## config.mk

```make
export PLATFORM = sky130hd
export DESIGN_NAME = cpu_post_wbuf
export DESIGN_NICKNAME = d
export VERILOG_FILES = /design/src/rtl/wbuf_pkg.sv /design/src/rtl/wbuf_fifo.sv /design/src/rtl/wbuf_decode.sv /design/src/rtl/wbuf_seq.sv /design/src/rtl/cpu_post_wbuf.sv
export SDC_FILE = /design/constraint.sdc
export NUM_CORES = 1
export LEC_CHECK = 0
export BUFFER_PORTS_ARGS = -buffer_cell sky130_fd_sc_hd__buf_2
export CORE_MARGIN = 8
export CORE_UTILIZATION = 45
export DETAILED_ROUTE_END_ITERATION = 7
export GPL_ROUTABILITY_DRIVEN = 0
export PLACE_DENSITY = 0.69
export SLEW_MARGIN = 20
export SYNTH_ARGS = -nofsm -noshare
export SYNTH_HDL_FRONTEND = slang
export SYNTH_SLANG_ARGS = --single-unit
```

## constraint.sdc

```tcl
create_clock -name clk -period 6.2 [get_ports clk]
set_clock_uncertainty 0.15 [all_clocks]
set_input_delay 0.93 -clock clk [delete_from_list [all_inputs] [get_ports clk]]
set_output_delay 0.93 -clock clk [all_outputs]
set_load 0.05 [all_outputs]
```

## src/rtl/wbuf_pkg.sv

```systemverilog
// Package: shared types of the posted write buffer.
// Assumes: nothing beyond IEEE 1800-2017.
package wbuf_pkg;

    // Downstream sequencer state.
    typedef enum logic [1:0] {
        ST_IDLE   = 2'd0,
        ST_RETIRE = 2'd1,
        ST_DIRECT = 2'd2
    } wbuf_state_e;

endpackage

```

## src/rtl/wbuf_fifo.sv

```systemverilog
// Module: wbuf_fifo
// Stores posted write entries in arrival order and presents the oldest.
// Assumes: the caller never pushes when full unless it pops in the same cycle,
// and never pops when empty.
module wbuf_fifo #(
    parameter int WIDTH = 52,
    parameter int DEPTH = 4,
    localparam int PTR_W = (DEPTH > 1) ? $clog2(DEPTH) : 1,
    localparam int CNT_W = $clog2(DEPTH + 1)
) (
    input  logic             clk,
    input  logic             rst_n,
    input  logic             push,
    input  logic             pop,
    input  logic [WIDTH-1:0] wr_entry,
    output logic [WIDTH-1:0] head_entry,
    output logic [CNT_W-1:0] count,
    output logic             full
);

    logic [WIDTH-1:0] slot [DEPTH];
    logic [PTR_W-1:0] wr_ptr;
    logic [PTR_W-1:0] rd_ptr;

    // Storage: one register per stage, written when the write pointer selects it.
    for (genvar i = 0; i < DEPTH; i++) begin : g_slot
        always_ff @(posedge clk) begin
            if (!rst_n) begin
                slot[i] <= '0;
            end else if (push && (wr_ptr == PTR_W'(i))) begin
                slot[i] <= wr_entry;
            end
        end
    end

    // Pointer advance with wrap at DEPTH.
    always_ff @(posedge clk) begin
        if (!rst_n) begin
            wr_ptr <= '0;
            rd_ptr <= '0;
        end else begin
            if (push) wr_ptr <= (wr_ptr == PTR_W'(DEPTH - 1)) ? '0 : wr_ptr + 1'b1;
            if (pop)  rd_ptr <= (rd_ptr == PTR_W'(DEPTH - 1)) ? '0 : rd_ptr + 1'b1;
        end
    end

    // Occupancy counter.
    always_ff @(posedge clk) begin
        if (!rst_n) begin
            count <= '0;
        end else begin
            case ({push, pop})
                2'b10:   count <= count + 1'b1;
                2'b01:   count <= count - 1'b1;
                default: count <= count;
            endcase
        end
    end

    // Head selection and full flag.
    always_comb begin
        head_entry = slot[rd_ptr];
        full       = (count == CNT_W'(DEPTH));
    end

endmodule

```

## src/rtl/wbuf_decode.sv

```systemverilog
// Module: wbuf_decode
// Classifies the pending CPU request as posted or direct.
// Assumes: posting stays in force while any entry is queued, so clearing the
// enable only matters once the queue is empty.
module wbuf_decode (
    input  logic cpu_req,
    input  logic cpu_wr,
    input  logic cpu_io,
    input  logic post_en,
    input  logic occupied,
    output logic is_post,
    output logic is_direct
);

    // Memory writes post when enabled or while the queue still drains.
    always_comb begin
        is_post   = cpu_req && cpu_wr && !cpu_io && (post_en || occupied);
        is_direct = cpu_req && !is_post;
    end

endmodule

```

## src/rtl/wbuf_seq.sv

```systemverilog
// Module: wbuf_seq
// Owns the downstream port: requests arbiter cycles, retires queue entries
// one per grant and runs direct accesses once the queue is empty.
// Assumes: arb_gnt is only meaningful while arb_req is high; dn_ack arrives
// only while an access is in progress.
module wbuf_seq
    import wbuf_pkg::*;
#(
    parameter int CNT_W = 3
) (
    input  logic             clk,
    input  logic             rst_n,
    input  logic [CNT_W-1:0] count,
    input  logic             is_direct,
    input  logic             arb_gnt,
    input  logic             dn_ack,
    output logic             arb_req,
    output logic             pop,
    output wbuf_state_e      state
);

    wbuf_state_e      state_nx;
    logic             slot_free;
    logic [CNT_W-1:0] left;
    logic             want_retire;
    logic             want_direct;

    // Cycle decisions: free slot, remaining entries, what to ask for next.
    always_comb begin
        pop         = (state == ST_RETIRE) && dn_ack;
        slot_free   = (state == ST_IDLE) || dn_ack;
        left        = count - CNT_W'(pop);
        want_retire = (left != '0);
        want_direct = is_direct && (left == '0) && (state != ST_DIRECT);
        arb_req     = slot_free && (want_retire || want_direct);
        state_nx    = state;
        if (slot_free) begin
            if (arb_gnt && want_retire)      state_nx = ST_RETIRE;
            else if (arb_gnt && want_direct) state_nx = ST_DIRECT;
            else                             state_nx = ST_IDLE;
        end
    end

    // State register.
    always_ff @(posedge clk) begin
        if (!rst_n) state <= ST_IDLE;
        else        state <= state_nx;
    end

endmodule

```

## src/rtl/cpu_post_wbuf.sv

```systemverilog
// Module: cpu_post_wbuf
// Posted CPU write buffer: queues memory writes with zero wait, retires them
// in order through arbiter-granted cycles, and holds reads and I/O writes
// until the queue is empty.
// Assumes: the CPU holds cpu_req and all request fields until cpu_rdy.
module cpu_post_wbuf
    import wbuf_pkg::*;
#(
    parameter int ADDR_W = 16,
    parameter int DATA_W = 32,
    parameter int DEPTH  = 4,
    localparam int BE_W  = DATA_W / 8,
    localparam int ENT_W = ADDR_W + DATA_W + BE_W,
    localparam int CNT_W = $clog2(DEPTH + 1)
) (
    input  logic              clk,
    input  logic              rst_n,
    input  logic              post_en,
    input  logic              cpu_req,
    input  logic              cpu_wr,
    input  logic              cpu_io,
    input  logic [ADDR_W-1:0] cpu_addr,
    input  logic [DATA_W-1:0] cpu_wdata,
    input  logic [BE_W-1:0]   cpu_be,
    output logic              cpu_rdy,
    output logic [DATA_W-1:0] cpu_rdata,
    output logic              arb_req,
    input  logic              arb_gnt,
    output logic              dn_valid,
    output logic              dn_wr,
    output logic              dn_io,
    output logic [ADDR_W-1:0] dn_addr,
    output logic [DATA_W-1:0] dn_wdata,
    output logic [BE_W-1:0]   dn_be,
    input  logic              dn_ack,
    input  logic [DATA_W-1:0] dn_rdata
);

    logic              q_push;
    logic              q_pop;
    logic              q_full;
    logic [CNT_W-1:0]  q_count;
    logic [ENT_W-1:0]  q_head;
    logic              is_post;
    logic              is_direct;
    logic              dir_sel;
    wbuf_state_e       seq_state;
    logic [ADDR_W-1:0] head_addr;
    logic [DATA_W-1:0] head_data;
    logic [BE_W-1:0]   head_be;

    wbuf_decode u_decode (
        .cpu_req   (cpu_req),
        .cpu_wr    (cpu_wr),
        .cpu_io    (cpu_io),
        .post_en   (post_en),
        .occupied  (q_count != '0),
        .is_post   (is_post),
        .is_direct (is_direct)
    );

    wbuf_fifo #(
        .WIDTH (ENT_W),
        .DEPTH (DEPTH)
    ) u_fifo (
        .clk        (clk),
        .rst_n      (rst_n),
        .push       (q_push),
        .pop        (q_pop),
        .wr_entry   ({cpu_addr, cpu_wdata, cpu_be}),
        .head_entry (q_head),
        .count      (q_count),
        .full       (q_full)
    );

    wbuf_seq #(
        .CNT_W (CNT_W)
    ) u_seq (
        .clk       (clk),
        .rst_n     (rst_n),
        .count     (q_count),
        .is_direct (is_direct),
        .arb_gnt   (arb_gnt),
        .dn_ack    (dn_ack),
        .arb_req   (arb_req),
        .pop       (q_pop),
        .state     (seq_state)
    );

    // Accept a posted write when a stage is free or one retires this cycle.
    always_comb begin
        q_push  = is_post && (!q_full || q_pop);
        dir_sel = (seq_state == ST_DIRECT);
        cpu_rdy = q_push || (dir_sel && dn_ack);
    end

    // Downstream command: queue head for retires, CPU fields for direct access.
    always_comb begin
        {head_addr, head_data, head_be} = q_head;
        dn_valid  = (seq_state != ST_IDLE);
        dn_wr     = dir_sel ? cpu_wr    : 1'b1;
        dn_io     = dir_sel ? cpu_io    : 1'b0;
        dn_addr   = dir_sel ? cpu_addr  : head_addr;
        dn_wdata  = dir_sel ? cpu_wdata : head_data;
        dn_be     = dir_sel ? cpu_be    : head_be;
        cpu_rdata = dn_rdata;
    end

endmodule

```

==> key figures, run 1 <==
Outcome
  • Outcome: completed

Detailed routing
  • Iteration-0 DRC Markers: 470
  • Average routed wire per standard cell: 20.7 µm
  • Post-route ant nets: 0
  • Via density: 5.34
  • Number of design rule violations left after detail routing: 0
  • First-pass detailed-route iteration total: 4
  • Via total after detailed routing: about 6,200
  • Wirelength, routed: about 24,000 µm

Die
  • Die Span Y: 171 µm
  • Placeable core region: 0.0240 mm²
  • Row count: 57
  • Initial cell density of the core: 0.452
  • Total Die Area: 0.0293 mm²
  • Top-level port count: 181
  • Horiz. Die Dim: 171 µm

STA
  • Post-layout minimum cycle time: 4130 ps
  • Fmax: around 240 MHz
  • Pins over their slew limit: 0
  • Share of the clock period used by the worst path: 0.666
  • Worst setup slack after layout: 2070 ps
  • Unrepaired setup endpoints after global routing: no
  • Worst-margin pin slew: 836 ps
  • Final hold viol count: 0
  • Setup-failing EPs final: 0
  • Tightest slew margin relative to the limit: 0.443

Yosys
  • Seq cells post-synth: 219
  • Top FF cell, synth: sky130_fd_sc_hd__edfxtp_1
  • Ranking of synthesized cells by area: sky130_fd_sc_hd__edfxtp_1, sky130_fd_sc_hd__mux4_2, sky130_fd_sc_hd__and2_2
  • Most repeated cell in the gate-level netlist after synthesis: sky130_fd_sc_hd__edfxtp_1
  • Mean instance size in the synthesized netlist: about 15 µm²
  • Fraction of registers with async set or reset after synthesis: 0
  • Synth warn: 0
  • Proportion of netlist area held by the largest area contributor: 0.576
  • Sequential share of the synthesized area: 0.596
  • Mapped Cells: 743
  • Number of flops mapped to enable cells by yosys: 208
  • Library cells used by synthesis: 36
  • Most used standard cells in the synthesized netlist: sky130_fd_sc_hd__edfxtp_1, sky130_fd_sc_hd__and2_2, sky130_fd_sc_hd__and2_1, sky130_fd_sc_hd__nor2_1, sky130_fd_sc_hd__nand3_1
  • Post-synth net total: 843
  • Dominant cell type by area after synthesis: sky130_fd_sc_hd__edfxtp_1
  • Cell area after synthesis: 0.0108 mm²

Final layout
  • Antenna Diode Count: 0
  • Layout area overhead: 13.5%
  • Ratio of cells with drive above 1 in the final layout: 0.443
  • Post-route standard cell area excluding fillers: 0.0123 mm²
  • Count of fill cells added during filler insertion: 2,037
  • Number of nets in the layout: 914
  • Seq. cell area: roughly 0.0065 mm²
  • Multi-input gate area in the final layout: slightly below 0.004 mm²

Pwr
  • Maximum vdd ir drop: about 190 µV
  • Logic gate share of total power: 0.121
  • Switching pwr: 888 µW
  • Internal Pwr Total: approximately 2.6 mW
  • P_leak: about 4.7 nW
  • Seq pwr share: 0.482
  • Power density relative to cell area: 285 mW/mm²
  • Net switching share of the total power: 0.253
  • Clock Power Share: 0.397

Setup path
  • Required time worst endpoint: 5120 ps
  • Reg2Reg Depth: 9
  • Endpoint type of the worst setup path: output pin
  • Critical Path Fanout Max: 33
  • Terminus of the critical flop-to-flop path: u_fifo.count[2]
  • Critical setup path kind: register to output pin
  • Worst EP arrival: 3050 ps
  • Reg-to-reg setup timing slack: between 2000 and 3000 ps
  • Source of the critical timing path: u_fifo.count[2]
  • R2R Path Start: u_fifo.count[2]
  • Critical Path Start Type: register

Min path
  • Min-Delay Path Depth: 2
  • Hold Crit Class: register to register
  • Startpoint of the tightest hold check path: u_fifo.rd_ptr[0]

Global routing
  • Global-route wire length before repair: approximately 37,000 µm
  • Overall overflow remaining after global route: 0
  • Number of global-route vias before repair: 6,523
  • Antenna violations before repair: 1
  • Maximum number of pins on one net before global-route repair: 57
  • Overall global routing resource usage: 0.163

CTS
  • H-tree Lvls: 1
  • Number of sinks handled by clock tree synthesis: 219
  • Clk Latency, worst-skew pair: slightly above 500 ps
  • Maximum clock insertion buffer count: 3
  • Buffer type at the clock tree root: sky130_fd_sc_hd__clkbuf_16
  • CTS tree: done
  • Clock-pin slew of the registers on the worst-case setup and hold paths: 60 ps
  • Number of resized instances in the post-cts repair step: 0
  • Number of clock buffers inserted by TritonCTS: 24
  • # hold bufs at CTS: 0
  • Post-CTS Repair Setup Buffers: 0

Place
  • Setup WS pre-CTS: 2000 ps
  • Post-DP HPWL: 14,400 µm
  • Quantity of I/O buffers inserted on ports: approximately 120
  • Dpl cell area: 0.0115 mm²

Job
  • Max-cap violation count: 0
-- registers in the layout (all words and copies together), names as in the netlist, named ones only --
name and count:
u_fifo.wr_ptr 2, u_seq.state 2, u_fifo.slot 208, u_fifo.count 3, u_fifo.rd_ptr 2
-- stage by stage --
stage	total power [mW]	utilization	hold WS, ps	TNS (ps)	std cells
3_5_place_dp	2.15	0.482	332	0	1112
3_3_place_gp	2.14	0.478	326	0	1109
5_1_grt	3.62	0.514	367	0	1153
6_report	3.51	0.514	337	0	1153
2_1_floorplan	2.08	-	313	-9770	743
4_1_cts	3.54	0.514	342	0	1153
-- layer usage --
metal	part of all wire	routed length, µm	GRT usage
met5	0.00055	13	0
met1	0.43	10200	0.216
met2	0.49	11700	0.275
met3	0.067	1600	0.0342
met4	0.014	344	0.0340
-- cells in the final DEF (no fill, tap or decap), types with 4 or more instances in the layout --
cell type / netlist / layout
sky130_fd_sc_hd__clkbuf_1: 19 / 4
sky130_fd_sc_hd__ha_1: 7 / 6
sky130_fd_sc_hd__nor2_1: 57 / 57
sky130_fd_sc_hd__buf_4: 37 / 11
sky130_fd_sc_hd__clkbuf_16: 0 / 25
sky130_fd_sc_hd__nand2_1: 9 / 9
sky130_fd_sc_hd__a21oi_1: 5 / 5
sky130_fd_sc_hd__o21ai_4: 0 / 4
sky130_fd_sc_hd__edfxtp_1: 208 / 208
sky130_fd_sc_hd__nand3_1: 54 / 54
sky130_fd_sc_hd__inv_1: 14 / 14
sky130_fd_sc_hd__buf_2: 11 / 116
sky130_fd_sc_hd__and2_2: 80 / 80
sky130_fd_sc_hd__mux2_2: 52 / 52
sky130_fd_sc_hd__and2_1: 77 / 77
sky130_fd_sc_hd__dfxtp_1: 11 / 9
sky130_fd_sc_hd__mux4_2: 52 / 52
-- power by group through the flow --
stage	combinational (mW)	clock, mW	sequential (mW)
after floorplan	0.363	0	1.72
after global placement	0.416	0	1.73
after detailed placement	0.429	0	1.72
after CTS	0.431	1.42	1.69
after global routing	0.450	1.47	1.70
final	0.424	1.39	1.69
-- cell type report --
type | instances | area share
Tap cell | 324 | 0.0329
Sequential cell | 219 | 0.526
Inverter | 14 | 0.00427
Clock inverter | 12 | 0.00986
Timing Repair Buffer | 130 | 0.0606
Clock buffer | 29 | 0.0520
Multi-Input combinational cell | 425 | 0.315
-- worst max-delay path, cell delays in order, from the launching register on --
cell	delay, ps
sky130_fd_sc_hd__dfxtp_1	370
sky130_fd_sc_hd__nor4_4	580
sky130_fd_sc_hd__a211o_2	690
sky130_fd_sc_hd__buf_4	470
sky130_fd_sc_hd__o21ai_0	160
sky130_fd_sc_hd__buf_2	250
-- logic make-up after synthesis --
logic type                 after synthesis  synth area share
AOI/OAI and AO/OA                       18            0.0166
xor gates and xnor gates                 3           0.00242
adders and majority gates                8           0.00992
buffers and inverters                   99            0.0515
DFF                                    219             0.596
muxes                                  107             0.165
and+or+nand+nor                        289             0.158
-- how the worst max path moves through the flow --
stage                     cells after the start                  to  slack, ps
after CTS                                     5             cpu_rdy       2010
after floorplan                               5   u_fifo.slot[1][0]        -50
final                                         5             cpu_rdy       2070
after detailed placement                     10     u_fifo.count[2]       2000
after global routing                          5             cpu_rdy       1910
after global placement                        5  u_fifo.slot[3][21]       2060
(Power assumes the default switching activity.)
==> inputs of run 2 (changes only) <==
- ABC_AREA: unset -> 1
- clock period: 6.2 -> 3.8 ns (I/O delays scaled with it)
==> run 2 against run 1 <==
Effect of this change:
- non-clock buffer count down 3
- combinational power up 88%
- core utilization down 1.2 points
- synthesized area down 3.5%
- via count up 20%
- clock-buffer cell count down 2
- sequential power up 63%
- worst hold slack worse by 80 ps
- first-iteration DRC count up 41%
- global-route usage up 0.20 points
- register-to-register slack worse by 1200 ps
- cell count up 25%
- largest power group unchanged
- highest routed layer is now met4
==> key figures, run 2 <==
STA
  • Setup-failing EPs final: 0
  • Fin Setup TNS: 0 ps
  • Pins over their slew limit: 0
  • Fmax: 316 MHz
  • Unrepaired setup endpoints after global routing: no
  • Tightest slew margin relative to the limit: 0.484
  • Worst-margin pin slew: 774 ps
  • Final hold viol count: 0
  • Post-layout minimum cycle time: 3170 ps
  • Share of the clock period used by the worst path: 0.834

Global routing
  • Maximum number of pins on one net before global-route repair: 90
  • Antenna violations before repair: 0
  • Overall overflow remaining after global route: 0
  • Overall global routing resource usage: 0.165
  • Global-route wire length before repair: 38,100 µm
  • Number of global-route vias before repair: just over 7,000

CTS
  • Clk Latency, worst-skew pair: 490 ps
  • Buffer type at the clock tree root: sky130_fd_sc_hd__clkbuf_16
  • Number of clock buffers inserted by TritonCTS: 22
  • Number of sinks handled by clock tree synthesis: 219
  • H-tree Lvls: 1
  • # hold bufs at CTS: 0
  • Number of resized instances in the post-cts repair step: 0
  • Post-CTS Repair Setup Buffers: 0
  • CTS tree: done
  • Clock-pin slew of the registers on the worst-case setup and hold paths: 60 ps
  • Maximum clock insertion buffer count: 3

Final layout
  • Largest registers: u_fifo.slot: 208 flops, u_fifo.count: 3 flops
  • Layout area overhead: 10.9%
  • Multi-input gate area in the final layout: 0.00306 mm²
  • Post-route standard cell area excluding fillers: roughly 0.012 mm²
  • Ratio of cells with drive above 1 in the final layout: 0.155
  • Leading cell types in the layout, fill and taps excluded: sky130_fd_sc_hd__nor2_1, sky130_fd_sc_hd__edfxtp_1, sky130_fd_sc_hd__o21ai_0
  • Most common library cell in the layout ignoring fill and taps: sky130_fd_sc_hd__nor2_1
  • Seq. cell area: approximately 0.0065 mm²
  • Antenna Diode Count: 0
  • Largest register FFs: 208
  • Count of fill cells added during filler insertion: ~2,200
  • Top register by number of flip-flops: u_fifo.slot
  • Number of nets in the layout: 1,235

Die
  • Die Span Y: 168 µm
  • Row count: 56
  • Horiz. Die Dim: 168 µm
  • Placeable core region: 0.0231 mm²
  • Initial cell density of the core: 0.453
  • Total Die Area: ~0.028 mm²
  • Top-level port count: between 150 and 200

Detailed routing
  • Via total after detailed routing: between 7,000 and 8,000
  • Iteration-0 DRC Markers: 661
  • Wirelength, routed: between 20,000 and 25,000 µm
  • Average routed wire per standard cell: 16.6 µm
  • First-pass detailed-route iteration total: 7
  • Number of design rule violations left after detail routing: 0
  • Uppermost routed layer: met4
  • Met3 routed WL: 1510 µm
  • Met1 wire length: 10,400 µm
  • Detailed route wirelength on metal2: approximately 12,000 µm
  • Post-route ant nets: 0
  • Via density: 5.12

Yosys
  • Proportion of netlist area held by the largest area contributor: 0.597
  • Mapped Cells: between 1,000 and 1,500
  • Mean instance size in the synthesized netlist: 9.67 µm²
  • Dominant cell type by area after synthesis: sky130_fd_sc_hd__edfxtp_1
  • Top FF cell, synth: sky130_fd_sc_hd__edfxtp_1
  • Number of flops mapped to enable cells by yosys: 208
  • Synth warn: 0
  • Cell area after synthesis: 0.0105 mm²
  • Post-synth net total: between 1,000 and 1,500
  • Fraction of registers with async set or reset after synthesis: 0
  • Most repeated cell in the gate-level netlist after synthesis: sky130_fd_sc_hd__nor2_1
  • Sequential share of the synthesized area: 0.618
  • Ranking of synthesized cells by area: sky130_fd_sc_hd__edfxtp_1, sky130_fd_sc_hd__nor2_1, sky130_fd_sc_hd__o21ai_0
  • Library cells used by synthesis: 23
  • Seq cells post-synth: between 200 and 250
  • Most used standard cells in the synthesized netlist: sky130_fd_sc_hd__nor2_1, sky130_fd_sc_hd__edfxtp_1, sky130_fd_sc_hd__o21ai_0, sky130_fd_sc_hd__nand2_1, sky130_fd_sc_hd__inv_1

Place
  • Post-DP HPWL: 14,300 µm
  • Dpl cell area: about 0.011 mm²
  • Quantity of I/O buffers inserted on ports: approximately 120

Pwr
  • Power density relative to cell area: 489 mW/mm²
  • Maximum vdd ir drop: 364 µV
  • P_leak: 4.90 nW

Setup path
  • Critical path buffer and inverter count: 3
  • R2R Path Start: u_seq.state[1]
  • Reg-to-reg setup timing slack: 1390 ps
  • Worst EP arrival: between 2000 and 2500 ps
  • Critical Path Fanout Max: 68
  • Required time worst endpoint: 3080 ps
  • Reg2Reg Depth: 8
  • Critical Path Start Type: register
  • Endpoint type of the worst setup path: output pin
  • Critical setup path kind: register to output pin
  • Terminus of the critical flop-to-flop path: u_fifo.slot[2][35]
  • Most numerous cell on the critical path: sky130_fd_sc_hd__o21ai_1
  • Worst path cell trace: clkinv_2 -> buf_4 -> o21ai_0 -> o21ai_1 -> nand2_1 -> o21ai_1 -> buf_2
  • Cell with the biggest individual delay on the critical path: sky130_fd_sc_hd__buf_4
  • Longest individual stage delay on the worst path: around 560 ps
  • Crit path max-delay family: buffers and inverters

Min path
  • Min-Delay Path Depth: 4
  • Hold Crit Class: primary input to register
  • End point of the most critical hold path: u_seq.state[0]
  • Startpoint of the tightest hold check path: dn_ack

Job
  • Max-cap violation count: 0

Outcome
  • Outcome: completed
run 2: kinds of logic after synthesis:
logic type                 share of synthesized area
and+or+nand+nor                                0.172
AOI/OAI and AO/OA                              0.108
DFF                                            0.618
buffers and inverters                         0.0910
adders and majority gates                     0.0103
run 2: worst min-delay path: stages:
cell                      delay [ps]
sky130_fd_sc_hd__buf_2           100
sky130_fd_sc_hd__inv_1            70
sky130_fd_sc_hd__nand2_1          60
sky130_fd_sc_hd__a21oi_1          50
run 2: routing by layer:
metal,GRT usage,up-vias
li1,-,3660
met1,0.208,3455
met2,0.288,224
met3,0.0291,36
met4,0.0470,0
met5,0,-
run 2: report_power, final:
part	total (mW)	switching, mW	internal, mW	leakage (nW)
clock	2.12	0.881	1.24	0.347
sequential	2.76	0.0283	2.73	2.24
combinational	0.795	0.620	0.175	2.31
run 2: final cells by class:
class	count	area share
Sequential cell	219	0.558
Multi-Input combinational cell	695	0.264
Timing Repair Buffer	127	0.0625
Clock buffer	27	0.0509
Tap cell	290	0.0313
Inverter	70	0.0232
Clock inverter	13	0.0101
run 2: worst max path at each step:
stage | startpoint | to | cells past startpoint
6_report | register | dn_be[1] | 7
2_1_floorplan | cpu_req | u_fifo.slot[3][0] | 8
4_1_cts | register | dn_be[3] | 7
3_3_place_gp | cpu_req | u_fifo.slot[2][23] | 10
5_1_grt | register | dn_addr[13] | 7
3_5_place_dp | cpu_req | u_fifo.slot[2][26] | 10
run 2: through the flow:
step           utilization  power, mW  std cells  hold slack (ps)  setup WS [ps]
4_1_cts              0.502       5.72       1441              240            606
3_5_place_dp         0.471       3.61       1401              331           1110
2_1_floorplan            -       3.48       1082              307           1030
6_report             0.502       5.68       1441              257            633
5_1_grt              0.502       5.88       1441              264            478
3_3_place_gp         0.471       3.61       1401              321           1140
